### src/rtl/kwdog_pkg.sv
package kwdog_pkg;

    // Register byte offsets; software depends on these values.
    localparam logic [5:0] A_LOAD_LO = 6'h00;
    localparam logic [5:0] A_LOAD_HI = 6'h04;
    localparam logic [5:0] A_CTRL    = 6'h08;
    localparam logic [5:0] A_CLEAR   = 6'h0C;
    localparam logic [5:0] A_STATUS  = 6'h10;
    localparam logic [5:0] A_MASK    = 6'h14;
    localparam logic [5:0] A_CNT_LO  = 6'h18;
    localparam logic [5:0] A_CNT_HI  = 6'h1C;
    localparam logic [5:0] A_LOCK    = 6'h20;
    localparam logic [5:0] A_PRE_LO  = 6'h2C;
    localparam logic [5:0] A_PRE_HI  = 6'h30;

    // Control register layout, bit 3 down to bit 0.
    typedef struct packed {
        logic rst_en;    // bit 3
        logic pre_mode;  // bit 2
        logic cnt_en;    // bit 1
        logic int_en;    // bit 0
    } ctrl_t;

    // Reload sequence states.
    typedef enum logic [1:0] {
        RL_IDLE   = 2'd0,
        RL_ARMED  = 2'd1,
        RL_STAGED = 2'd2
    } reload_state_t;

endpackage

### src/rtl/kwdog_reload.sv
module kwdog_reload (
    input  logic clk,
    input  logic rst_n,
    input  logic tick,
    input  logic kick,
    output logic busy,
    output logic commit
);
    import kwdog_pkg::*;

    reload_state_t state, state_nx;

    always_ff @(posedge clk or negedge rst_n) begin
        if (!rst_n) state <= RL_IDLE;
        else        state <= state_nx;
    end

    always_comb begin
        state_nx = state;
        unique case (state)
            RL_IDLE:   if (kick) state_nx = RL_ARMED;
            RL_ARMED:  if (tick) state_nx = RL_STAGED;
            RL_STAGED: if (tick) state_nx = RL_IDLE;
            default:   state_nx = RL_IDLE;
        endcase
    end

    always_comb begin
        busy   = 1'b0;
        commit = 1'b0;
        unique case (state)
            RL_IDLE:   busy = 1'b0;
            RL_ARMED:  busy = 1'b1;
            RL_STAGED: begin
                busy   = 1'b1;
                commit = tick;
            end
            default:   busy = 1'b0;
        endcase
    end

    // a load accepted in IDLE makes busy visible on the next cycle
    p_kick_busy_r4: assert property (@(posedge clk) disable iff (!rst_n)
        (kick && state == RL_IDLE) |=> busy);

    // the first tick after arming moves to the staged state
    p_arm_stage_r4: assert property (@(posedge clk) disable iff (!rst_n)
        (state == RL_ARMED && tick) |=> (state == RL_STAGED));

    // a commit always ends the busy window
    p_commit_idle_r4: assert property (@(posedge clk) disable iff (!rst_n)
        commit |=> !busy);

endmodule

### src/rtl/kwdog_counter.sv
module kwdog_counter #(
    parameter int HALF_W = 16,
    localparam int CNT_W = 2 * HALF_W
) (
    input  logic             clk,
    input  logic             rst_n,
    input  logic             tick,
    input  logic             cnt_en,
    input  logic             pre_mode,
    input  logic             rst_en,
    input  logic             commit,
    input  logic [CNT_W-1:0] load_val,
    input  logic [CNT_W-1:0] pre_val,
    input  logic             clr_int,
    input  logic             clr_rst,
    output logic [CNT_W-1:0] count,
    output logic             int_raw,
    output logic             rst_raw
);
    logic             step;
    logic             expire;
    logic             pre_hit;
    logic [CNT_W-1:0] count_dec;

    assign count_dec = count - CNT_W'(1);
    assign step      = tick && cnt_en && (count != '0) && !commit;
    assign expire    = step && (count == CNT_W'(1));
    assign pre_hit   = pre_mode ? (count_dec == pre_val) : (count == CNT_W'(1));

    always_ff @(posedge clk or negedge rst_n) begin
        if (!rst_n)      count <= '0;
        else if (commit) count <= load_val;
        else if (step)   count <= count_dec;
    end

    always_ff @(posedge clk or negedge rst_n) begin
        if (!rst_n)                int_raw <= 1'b0;
        else if (step && pre_hit)  int_raw <= 1'b1;
        else if (clr_int)          int_raw <= 1'b0;
    end

    always_ff @(posedge clk or negedge rst_n) begin
        if (!rst_n)                rst_raw <= 1'b0;
        else if (expire && rst_en) rst_raw <= 1'b1;
        else if (clr_rst)          rst_raw <= 1'b0;
    end

    // a tick with the counter enabled removes exactly one step
    p_step_one_r6: assert property (@(posedge clk) disable iff (!rst_n)
        (tick && cnt_en && count != '0 && !commit) |=> (count == $past(count) - CNT_W'(1)));

    // zero is a floor
    p_zero_hold_r6: assert property (@(posedge clk) disable iff (!rst_n)
        (count == '0 && !commit) |=> (count == '0));

    // a commit copies the load value
    p_commit_load_r4: assert property (@(posedge clk) disable iff (!rst_n)
        commit |=> (count == $past(load_val)));

    // the reset event stays until cleared
    p_rst_sticky_r10: assert property (@(posedge clk) disable iff (!rst_n)
        (rst_raw && !clr_rst) |=> rst_raw);

endmodule

### src/rtl/kwdog_regs.sv
module kwdog_regs #(
    parameter int           HALF_W = 16,
    parameter int           ADDR_W = 6,
    parameter int           DATA_W = 32,
    parameter logic [15:0]  KEY    = 16'hE551,
    localparam int          CNT_W  = 2 * HALF_W
) (
    input  logic              clk,
    input  logic              rst_n,
    input  logic              bus_wr,
    input  logic              bus_rd,
    input  logic [ADDR_W-1:0] bus_addr,
    input  logic [DATA_W-1:0] bus_wdata,
    output logic [DATA_W-1:0] bus_rdata,
    input  logic              busy,
    input  logic [CNT_W-1:0]  count,
    input  logic              int_raw,
    input  logic              rst_raw,
    output kwdog_pkg::ctrl_t  ctrl,
    output logic              mask,
    output logic [CNT_W-1:0]  load_val,
    output logic [CNT_W-1:0]  pre_val,
    output logic              kick,
    output logic              clr_int,
    output logic              clr_rst
);
    import kwdog_pkg::*;

    logic              unlocked;
    logic              wr_ok;
    logic [HALF_W-1:0] ld_lo, ld_hi, pre_lo, pre_hi;
    logic [5:0]        addr6;

    assign addr6 = 6'(bus_addr);
    assign wr_ok = bus_wr && (unlocked || addr6 == A_LOCK);
    assign kick  = wr_ok && (addr6 == A_LOAD_LO) && !busy;

    assign clr_int = wr_ok && (addr6 == A_CLEAR) && bus_wdata[0];
    assign clr_rst = wr_ok && (addr6 == A_CLEAR) && bus_wdata[3];

    assign load_val = {ld_hi, ld_lo};
    assign pre_val  = {pre_hi, pre_lo};

    always_ff @(posedge clk or negedge rst_n) begin
        if (!rst_n) begin
            unlocked <= 1'b0;
            ctrl     <= '0;
            mask     <= 1'b0;
            ld_lo    <= '0;
            ld_hi    <= '0;
            pre_lo   <= '0;
            pre_hi   <= '0;
        end else if (wr_ok) begin
            unique case (addr6)
                A_LOCK:    unlocked <= (bus_wdata == DATA_W'(KEY));
                A_LOAD_LO: if (!busy) ld_lo <= bus_wdata[HALF_W-1:0];
                A_LOAD_HI: ld_hi  <= bus_wdata[HALF_W-1:0];
                A_PRE_LO:  pre_lo <= bus_wdata[HALF_W-1:0];
                A_PRE_HI:  pre_hi <= bus_wdata[HALF_W-1:0];
                A_CTRL:    ctrl   <= ctrl_t'(bus_wdata[3:0]);
                A_MASK:    mask   <= bus_wdata[0];
                default:   ;
            endcase
        end
    end

    always_comb begin
        bus_rdata = '0;
        if (bus_rd) begin
            unique case (addr6)
                A_LOAD_LO: bus_rdata = DATA_W'(ld_lo);
                A_LOAD_HI: bus_rdata = DATA_W'(ld_hi);
                A_PRE_LO:  bus_rdata = DATA_W'(pre_lo);
                A_PRE_HI:  bus_rdata = DATA_W'(pre_hi);
                A_CTRL:    bus_rdata = DATA_W'(ctrl);
                A_MASK:    bus_rdata = DATA_W'(mask);
                A_STATUS:  bus_rdata = DATA_W'({busy, rst_raw, 2'b00, int_raw});
                A_CNT_LO:  bus_rdata = DATA_W'(count[HALF_W-1:0]);
                A_CNT_HI:  bus_rdata = DATA_W'(count[CNT_W-1:HALF_W]);
                A_LOCK:    bus_rdata = DATA_W'(unlocked);
                default:   bus_rdata = '0;
            endcase
        end
    end

    // while locked, the control register cannot change
    p_locked_ctrl_r2: assert property (@(posedge clk) disable iff (!rst_n)
        !unlocked |=> $stable(ctrl));

    // while locked, the threshold cannot change
    p_locked_pre_r2: assert property (@(posedge clk) disable iff (!rst_n)
        !unlocked |=> $stable(pre_val));

    // a load write during a reload leaves the stored value alone
    p_busy_load_r5: assert property (@(posedge clk) disable iff (!rst_n)
        (busy && bus_wr && addr6 == A_LOAD_LO) |=> $stable(ld_lo));

endmodule

### src/rtl/kwdog_top.sv
module kwdog_top #(
    parameter int          HALF_W = 16,
    parameter int          ADDR_W = 6,
    parameter int          DATA_W = 32,
    parameter logic [15:0] KEY    = 16'hE551
) (
    input  logic              clk,
    input  logic              rst_n,
    input  logic              slow_tick,
    input  logic              bus_wr,
    input  logic              bus_rd,
    input  logic [ADDR_W-1:0] bus_addr,
    input  logic [DATA_W-1:0] bus_wdata,
    output logic [DATA_W-1:0] bus_rdata,
    output logic              wdt_irq,
    output logic              wdt_rst_req
);
    import kwdog_pkg::*;

    localparam int CNT_W = 2 * HALF_W;

    ctrl_t            ctrl;
    logic             mask;
    logic [CNT_W-1:0] load_val, pre_val, count;
    logic             kick, clr_int, clr_rst;
    logic             busy, commit;
    logic             int_raw, rst_raw;

    kwdog_regs #(
        .HALF_W (HALF_W),
        .ADDR_W (ADDR_W),
        .DATA_W (DATA_W),
        .KEY    (KEY)
    ) u_regs (
        .clk       (clk),
        .rst_n     (rst_n),
        .bus_wr    (bus_wr),
        .bus_rd    (bus_rd),
        .bus_addr  (bus_addr),
        .bus_wdata (bus_wdata),
        .bus_rdata (bus_rdata),
        .busy      (busy),
        .count     (count),
        .int_raw   (int_raw),
        .rst_raw   (rst_raw),
        .ctrl      (ctrl),
        .mask      (mask),
        .load_val  (load_val),
        .pre_val   (pre_val),
        .kick      (kick),
        .clr_int   (clr_int),
        .clr_rst   (clr_rst)
    );

    kwdog_reload u_reload (
        .clk    (clk),
        .rst_n  (rst_n),
        .tick   (slow_tick),
        .kick   (kick),
        .busy   (busy),
        .commit (commit)
    );

    kwdog_counter #(
        .HALF_W (HALF_W)
    ) u_counter (
        .clk      (clk),
        .rst_n    (rst_n),
        .tick     (slow_tick),
        .cnt_en   (ctrl.cnt_en),
        .pre_mode (ctrl.pre_mode),
        .rst_en   (ctrl.rst_en),
        .commit   (commit),
        .load_val (load_val),
        .pre_val  (pre_val),
        .clr_int  (clr_int),
        .clr_rst  (clr_rst),
        .count    (count),
        .int_raw  (int_raw),
        .rst_raw  (rst_raw)
    );

    assign wdt_irq     = int_raw && ctrl.int_en && !mask;
    assign wdt_rst_req = rst_raw;

    // the reset request never drops without a clear
    p_req_sticky_r10: assert property (@(posedge clk) disable iff (!rst_n)
        (wdt_rst_req && !clr_rst) |=> wdt_rst_req);

endmodule

### config.mk
export PLATFORM = sky130hd
export DESIGN_NAME = kwdog_top
export DESIGN_NICKNAME = d
export VERILOG_FILES = /design/src/rtl/kwdog_pkg.sv /design/src/rtl/kwdog_reload.sv /design/src/rtl/kwdog_counter.sv /design/src/rtl/kwdog_regs.sv /design/src/rtl/kwdog_top.sv
export SDC_FILE = /design/constraint.sdc
export NUM_CORES = 1
export LEC_CHECK = 0
export BUFFER_PORTS_ARGS = -buffer_cell sky130_fd_sc_hd__clkbuf_2
export CAP_MARGIN = 10
export CELL_PAD_IN_SITES_DETAIL_PLACEMENT = 2
export CELL_PAD_IN_SITES_GLOBAL_PLACEMENT = 2
export CORE_ASPECT_RATIO = 0.5
export CORE_MARGIN = 10
export CORE_UTILIZATION = 38
export CTS_CLUSTER_DIAMETER = 150
export DETAILED_ROUTE_END_ITERATION = 10
export GPL_ROUTABILITY_DRIVEN = 0
export PLACE_DENSITY = 0.78
export SYNTH_ARGS = -nofsm -noshare
export SYNTH_HDL_FRONTEND = slang
export SYNTH_SLANG_ARGS = --single-unit
### constraint.sdc
create_clock -name clk -period 3.3 [get_ports clk]
set_clock_uncertainty 0.15 [all_clocks]
set_input_delay 0.165 -clock clk [delete_from_list [all_inputs] [get_ports clk]]
set_output_delay 0.165 -clock clk [all_outputs]
set_load 0.01 [all_outputs]
## Word-level counts from Yosys, hierarchy flattened

Cells that the tools add are included.

| storage, ports and cells | value |
|---|---|
| logic and storage cells | 82 |
| memories kept | 0 |
| bits in registers | 106 |
| input bits | 43 |
| memory bits (writable) | 0 |
| memory bits (read-only) | 0 |
| bits in latches | 0 |

| cells by class | value |
|---|---|
| add/sub/neg operators | 1 |
| magnitude comparators | 0 |
| multipliers | 0 |
| div/mod/pow operators | 0 |
| shift operators | 0 |
| bitwise gates (word level) | 1 |
| equal/unequal tests | 18 |
| mux-type cells | 15 |
| reductions and logical operators | 33 |

Operators by type and width:

| cell | count |
|---|---|
| one-hot mux 16 bit (10 select lines) | 1 |
| two-way mux 32 bit | 3 |
| == test 32 x 1 -> 1 bit, second input constant | 1 |
| == test 32 x 16 -> 1 bit, second input constant | 1 |
| == test 32 bit | 1 |
| nonzero test 32 bit | 1 |
| subtractor 32 x 1 -> 32 bit, second input constant | 1 |
| == test 6 x 5 -> 1 bit, second input constant | 4 |
| == test 6 bit, second input constant | 3 |
| logical AND 1 bit | 14 |
| == test 6 x 4 -> 1 bit, second input constant | 2 |
| AND reduction 2 bit | 6 |
| two-way mux 1 bit | 7 |
| == test 6 x 3 -> 1 bit, second input constant | 1 |
| logical NOT 6 bit | 1 |
| two-way mux 2 bit | 3 |
| inequality test 2 bit, second input constant | 3 |
| one-hot mux 2 bit (3 select lines) | 1 |
| AND reduction 3 bit | 2 |
| nonzero test 2 bit | 3 |
| logical NOT 1 bit | 3 |
| == test 2 x 1 -> 1 bit, second input constant | 1 |
| == test 2 bit, second input constant | 1 |
| logical NOT 2 bit | 1 |
| 3 further kinds | 3 |

## Longest topological paths before layout

| logic depth | value |
|---|---|
| depth in word-level cells | 7 |
| mapped depth | 11 |

## Hierarchy

From an unflattened synthesis, not the netlist that was laid out.

| unflattened totals | value |
|---|---|
| cells, all modules | 696 |
| area total of the unflattened synthesis | 6,986.7 um^2 |

Modules (own cells, without submodules):

| module | seq. area each (um^2) | instances | area an instance (um^2) | cells each |
|---|---|---|---|---|
| kwdog_regs | 1,751.7 | 1 | 3,717.3 | 301 |
| kwdog_counter | 850.8 | 1 | 3,090.5 | 379 |
| kwdog_reload | 50.0 | 1 | 170.2 | 15 |
| kwdog_top | 0.0 | 1 | 8.8 | 1 |

## Worst setup path after synthesis

OpenSTA, ideal clock, no wires.

| path | value |
|---|---|
| path kind | register to register |
| start point | reg u_counter.count[0] |
| end point | reg u_counter.int_raw |
| path slack | 0.355 ns |
| required time | 3.055 ns |
| stages on the path, launching flop included | 11 |
| clock period less this slack | 2.945 ns |
| path buffers | 1 |
| arrival time | 2.699 ns |
| path through | dfrtp_1 -> inv_1 -> ha_1 -> or4b_1 -> buf_2 -> nor4_4 -> o211ai_1 -> a221o_1 -> nor4_1 -> nand4_1 -> o31ai_1 |

| on the way | value |
|---|---|
| longest elaborated chain between the ends | 5 |
| elaborated cells between the ends (all ways) | 10 |
| classes of those cells | add/sub: 1; eq/ne: 2; mux: 2; reduce/logical: 5 |

RTL lines:

| what | RTL line | source |
|---|---|---|
| from (decl) | kwdog_counter.sv:16 | `output logic [CNT_W-1:0] count,` |
| from (signal assigned) | kwdog_counter.sv:32 | `else if (commit) count <= load_val;` |
| from (signal assigned) | kwdog_counter.sv:33 | `else if (step) count <= count_dec;` |
| subtractor 32 x 1 -> 32 bit / nonzero test 32 bit (equally long branches) | kwdog_counter.sv:25, kwdog_counter.sv:26 |  |
| == test 32 bit / logical AND 1 bit (equally long branches) | kwdog_counter.sv:28, kwdog_counter.sv:26 |  |
| two-way mux 1 bit / logical AND 1 bit (equally long branches) | kwdog_counter.sv:28, kwdog_counter.sv:26 |  |
| logical AND 1 bit (*) | kwdog_counter.sv:38 | `else if (step && pre_hit) int_raw <= 1'b1;` |
| two-way mux 1 bit / nonzero test 2 bit (equally long branches) | -- |  |
| to (signal assigned) | kwdog_counter.sv:37 | `if (!rst_n) int_raw <= 1'b0;` |
| to (signal assigned) | kwdog_counter.sv:38 |  |
| to (signal assigned) | kwdog_counter.sv:39 | `else if (clr_int) int_raw <= 1'b0;` |
| to (decl) | kwdog_counter.sv:17 | `output logic int_raw,` |

Every way passes the cells marked *; elsewhere a longest branch is shown, timed or not.
A chain may end at the register's enable or synchronous reset.

## Final worst setup path

| path | value |
|---|---|
| start point | reg u_counter.count[1] |
| end point | reg u_counter.int_raw |

The elaborated chain is that of the path after synthesis.

==> run metrics <==
Seq pwr share=0.345; Seq. cell area=between 0.002 and 0.003 sq mm; WL per Instance=28.5 um; Post-synth EDFFs=0; hold-critical path depth=2; Slew HR=0.262; Clock power frac=0.308; most frequent cells in the layout=106 x dfrtp_1, 73 x mux2_2, 59 x clkbuf_2; R2R Setup Slk=about 0.16 ns; clock latency on the worst-skew pair=0.37 ns; total track usage=0.233; first-pass GRT wire length=43.5 mm; grt total ovfl=0; period utilization=0.951; Initial DRT Pass Iterations=6; CP Cell Sequence=inv_1 > ha_2 > or4b_4 > or4_1 > nand3b_1 > o21ai_0 > nor4_1 > nand4_1 > o31ai_1; vias per cell=approximately 6.4; post-layout util=0.453; net count reported at finish=between 800 and 900; proportion of layout cells with a drive suffix above 1=0.287; share of synthesized registers carrying an async set or reset=1.00; die area=around 0.024 sq mm; Avg Cell Area, Syn=~9.9 sq um; Routed WL=~29 mm; die width=~210 um; Fill cells=around 1900; Synth Warn #=0; largest net degree at the start of global routing=56; critical path required time=between 3 and 4 ns; clock buffer depth=2; starting density of the core=0.390; clock-pin slew of the registers on the worst-case setup and hold paths=approximately 0.08 ns; Ports=between 70 and 80; # rows=34; crit end category=flip-flop; final setup margin=approximately 0.16 ns; RSZ-0062 raised after global routing=false; clock sink count=between 100 and 150; hold violation count in the final report=0; worst hold start=bus_wdata[12]; Cell Area, Synth=between 0.006 and 0.007 sq mm; HP Class=primary input to flip-flop; Hold WS=slightly below 0.006 ns; Layout area overhead=16.0%; Critical R2R Launch=u_counter.count[1]; power density over the cells=between 400 and 500 mW/mm^2; Num CTS Buffers=9; post-DP HPWL=~21 mm; Final Max Slew Viols=0; drt drc=0; dpl cells=about 970; Int Pwr=~2.5 mW; LEAKAGE=between 3 and 4 nW; Top FF cell, synth=dfrtp_1; vias post-DR=about 6400; Gate power share=0.347; Yosys reg bits=approximately 110; VDD IR max=between 200 and 300 uV; initial antenna violation count=0; Place WS=-0.00826 ns; buffers added on ports=60; Slowest cell on crit path=or4_1; post-synth cell types=64; WHS Endpoint=u_regs.ld_lo[12]; core area=approximately 0.017 sq mm; CP Launch Type=flip-flop; min cycle time layout=3.14 ns; ANT nets after route=0; WP data arrival=approximately 3.3 ns; H-tree levels=3; DR iter-0 viols=730; vias in the first global route=slightly below 7000; worst slew pin tran=between 1 and 1.5 ns; Achievable Freq=between 0.3 and 0.4 GHz; Area after DPL=about 0.0075 sq mm; Net Switching=roughly 1.4 mW; reg2reg path depth=9; critical-path maximum fanout=7; sequential fraction of the synthesis area=0.389; reg2reg end=u_counter.int_raw; Design Area, Final=approximately 0.008 sq mm; status=completed; max_cap viols=0; CTS tree=yes; Switching Fraction=0.359; # setup viols final=0; Antenna Cells=0; root buffer cell=clkbuf_16; Worst path max stage delay=0.62 ns; Worst Setup Path Type=flip-flop to flip-flop; footprint of the multi-input gates=around 0.0038 sq mm; Die Span Y=between 100 and 150 um; commonest non-fill, non-tap cell in the layout=dfrtp_1; Non-Filler Instances=1000; Mapped Cells=a little under 700
-- what timing repair did --
item                                   4_1_cts  5_1_grt
endpoints found under the hold margin       81        0
hold buffers                                10        0
setup endpoints to repair                    1        2
pin swaps                                    0        2
resized for setup                            1        4
buffers inserted                             0        1
-- Yosys cell counts (5+ instances only) --
master	count	area, sq um
nor3b_1	8	60.1
a222oi_1	28	280
or4_1	11	82.6
xor2_1	14	123
o311ai_0	5	43.8
o211ai_1	5	37.5
a221o_1	11	110
nand2_1	47	176
clkbuf_1	34	128
o21ai_1	13	65.1
inv_1	11	41.3
xnor2_1	25	219
nand3b_1	6	45.0
nor3_1	25	125
or2_2	6	37.5
o311ai_1	7	61.3
buf_4	20	150
a22oi_1	6	45.0
mux2i_1	5	50.1
nor4_1	19	119
or3_1	11	68.8
nand4_1	6	37.5
nor2_1	29	109
a31oi_1	5	31.3
a21oi_1	36	180
buf_6	5	56.3
buf_2	10	50.1
and3_1	6	37.5
dfrtp_1	106	2650
o21ai_0	26	130
nand3_1	10	50.1
mux2_2	73	822
ha_1	7	87.6
-- sequential cells by signal, summed over array words and instances, names as in the netlist --
| name | flops |
|---|---|
| u_regs.ld_lo | 16 |
| u_regs.ctrl | 4 |
| u_counter.rst_raw | 1 |
| u_counter.count | 32 |
| u_regs.pre_hi | 16 |
| u_regs.unlocked | 1 |
| u_regs.mask | 1 |
| u_counter.int_raw | 1 |
| u_regs.pre_lo | 16 |
| u_regs.ld_hi | 16 |
| u_reload.state | 2 |
-- stage by stage --
stage	TNS, ns	total power, mW
final	0	3.91
after global routing	0	4.07
after CTS	0	3.88
after detailed placement	-0.00826	2.65
after global placement	0	2.60
after floorplan	0	2.16
-- per-layer routing --
| metal | global-route usage | part of all wire | vias up | wire length, um |
|---|---|---|---|---|
| met3 | 0.0577 | 0.073 | 43 | 2080 |
| met1 | 0.307 | 0.45 | 3378 | 12700 |
| met4 | 0.0677 | 0.022 | 0 | 620 |
| li1 | - | - | 2751 | - |
| met2 | 0.374 | 0.46 | 236 | 13100 |
| met5 | 0 | 0 | - | 0 |
-- how the worst max path moves through the flow --
| stage | start | endpoint | slack [ns] | cells after the start |
|---|---|---|---|---|
| 2_1_floorplan | u_counter.count[0] | u_counter.int_raw | 0.36 | 10 |
| 5_1_grt | u_counter.count[1] | u_counter.int_raw | 0.009 | 9 |
| 3_5_place_dp | u_counter.count[1] | u_counter.int_raw | -0.008 | 9 |
| 4_1_cts | u_counter.count[14] | u_counter.int_raw | 0.05 | 7 |
| 3_3_place_gp | u_counter.count[6] | u_counter.int_raw | 0.13 | 7 |
| 6_report | u_counter.count[1] | u_counter.int_raw | 0.16 | 9 |
-- power by group through the flow --
stage                     registers [mW]  logic [mW]  clock network, mW
after global routing                1.35        1.45               1.27
after floorplan                     1.37       0.797                  0
after CTS                           1.35        1.31               1.22
final                               1.35        1.36               1.21
after detailed placement            1.37        1.28                  0
after global placement              1.37        1.24                  0
-- cell families (layout without fill, tap and decap cells) --
| family | Yosys count | after routing | synth area share |
|---|---|---|---|
| simple gates | 215 | 215 | 0.188 |
| compound gates | 162 | 162 | 0.169 |
| flops | 106 | 106 | 0.389 |
| buf+inv | 80 | 143 | 0.0623 |
| mux | 78 | 78 | 0.128 |
| xor+xnor | 39 | 39 | 0.0501 |
| fa+ha+maj | 7 | 7 | 0.0128 |
| other cells | 1 | 16 | 0.000550 |
-- worst max-delay path, delay by kind of cell (launching register included) --
family	cells	cell delay, ns
DFF	1	0.45
adders and majority gates	1	0.26
buffers and inverters	1	0.13
and+or+nand+nor	5	1.74
AOI/OAI and AO/OA	2	0.30
-- final cells by class --
type,count,area share
Sequential cell,106,0.335
Inverter,11,0.00522
Multi-Input combinational cell,517,0.485
Clock inverter,5,0.00980
Timing Repair Buffer,116,0.0977
Tap cell,234,0.0370
Clock buffer,11,0.0307
Power figures use the tool's default switching activity.
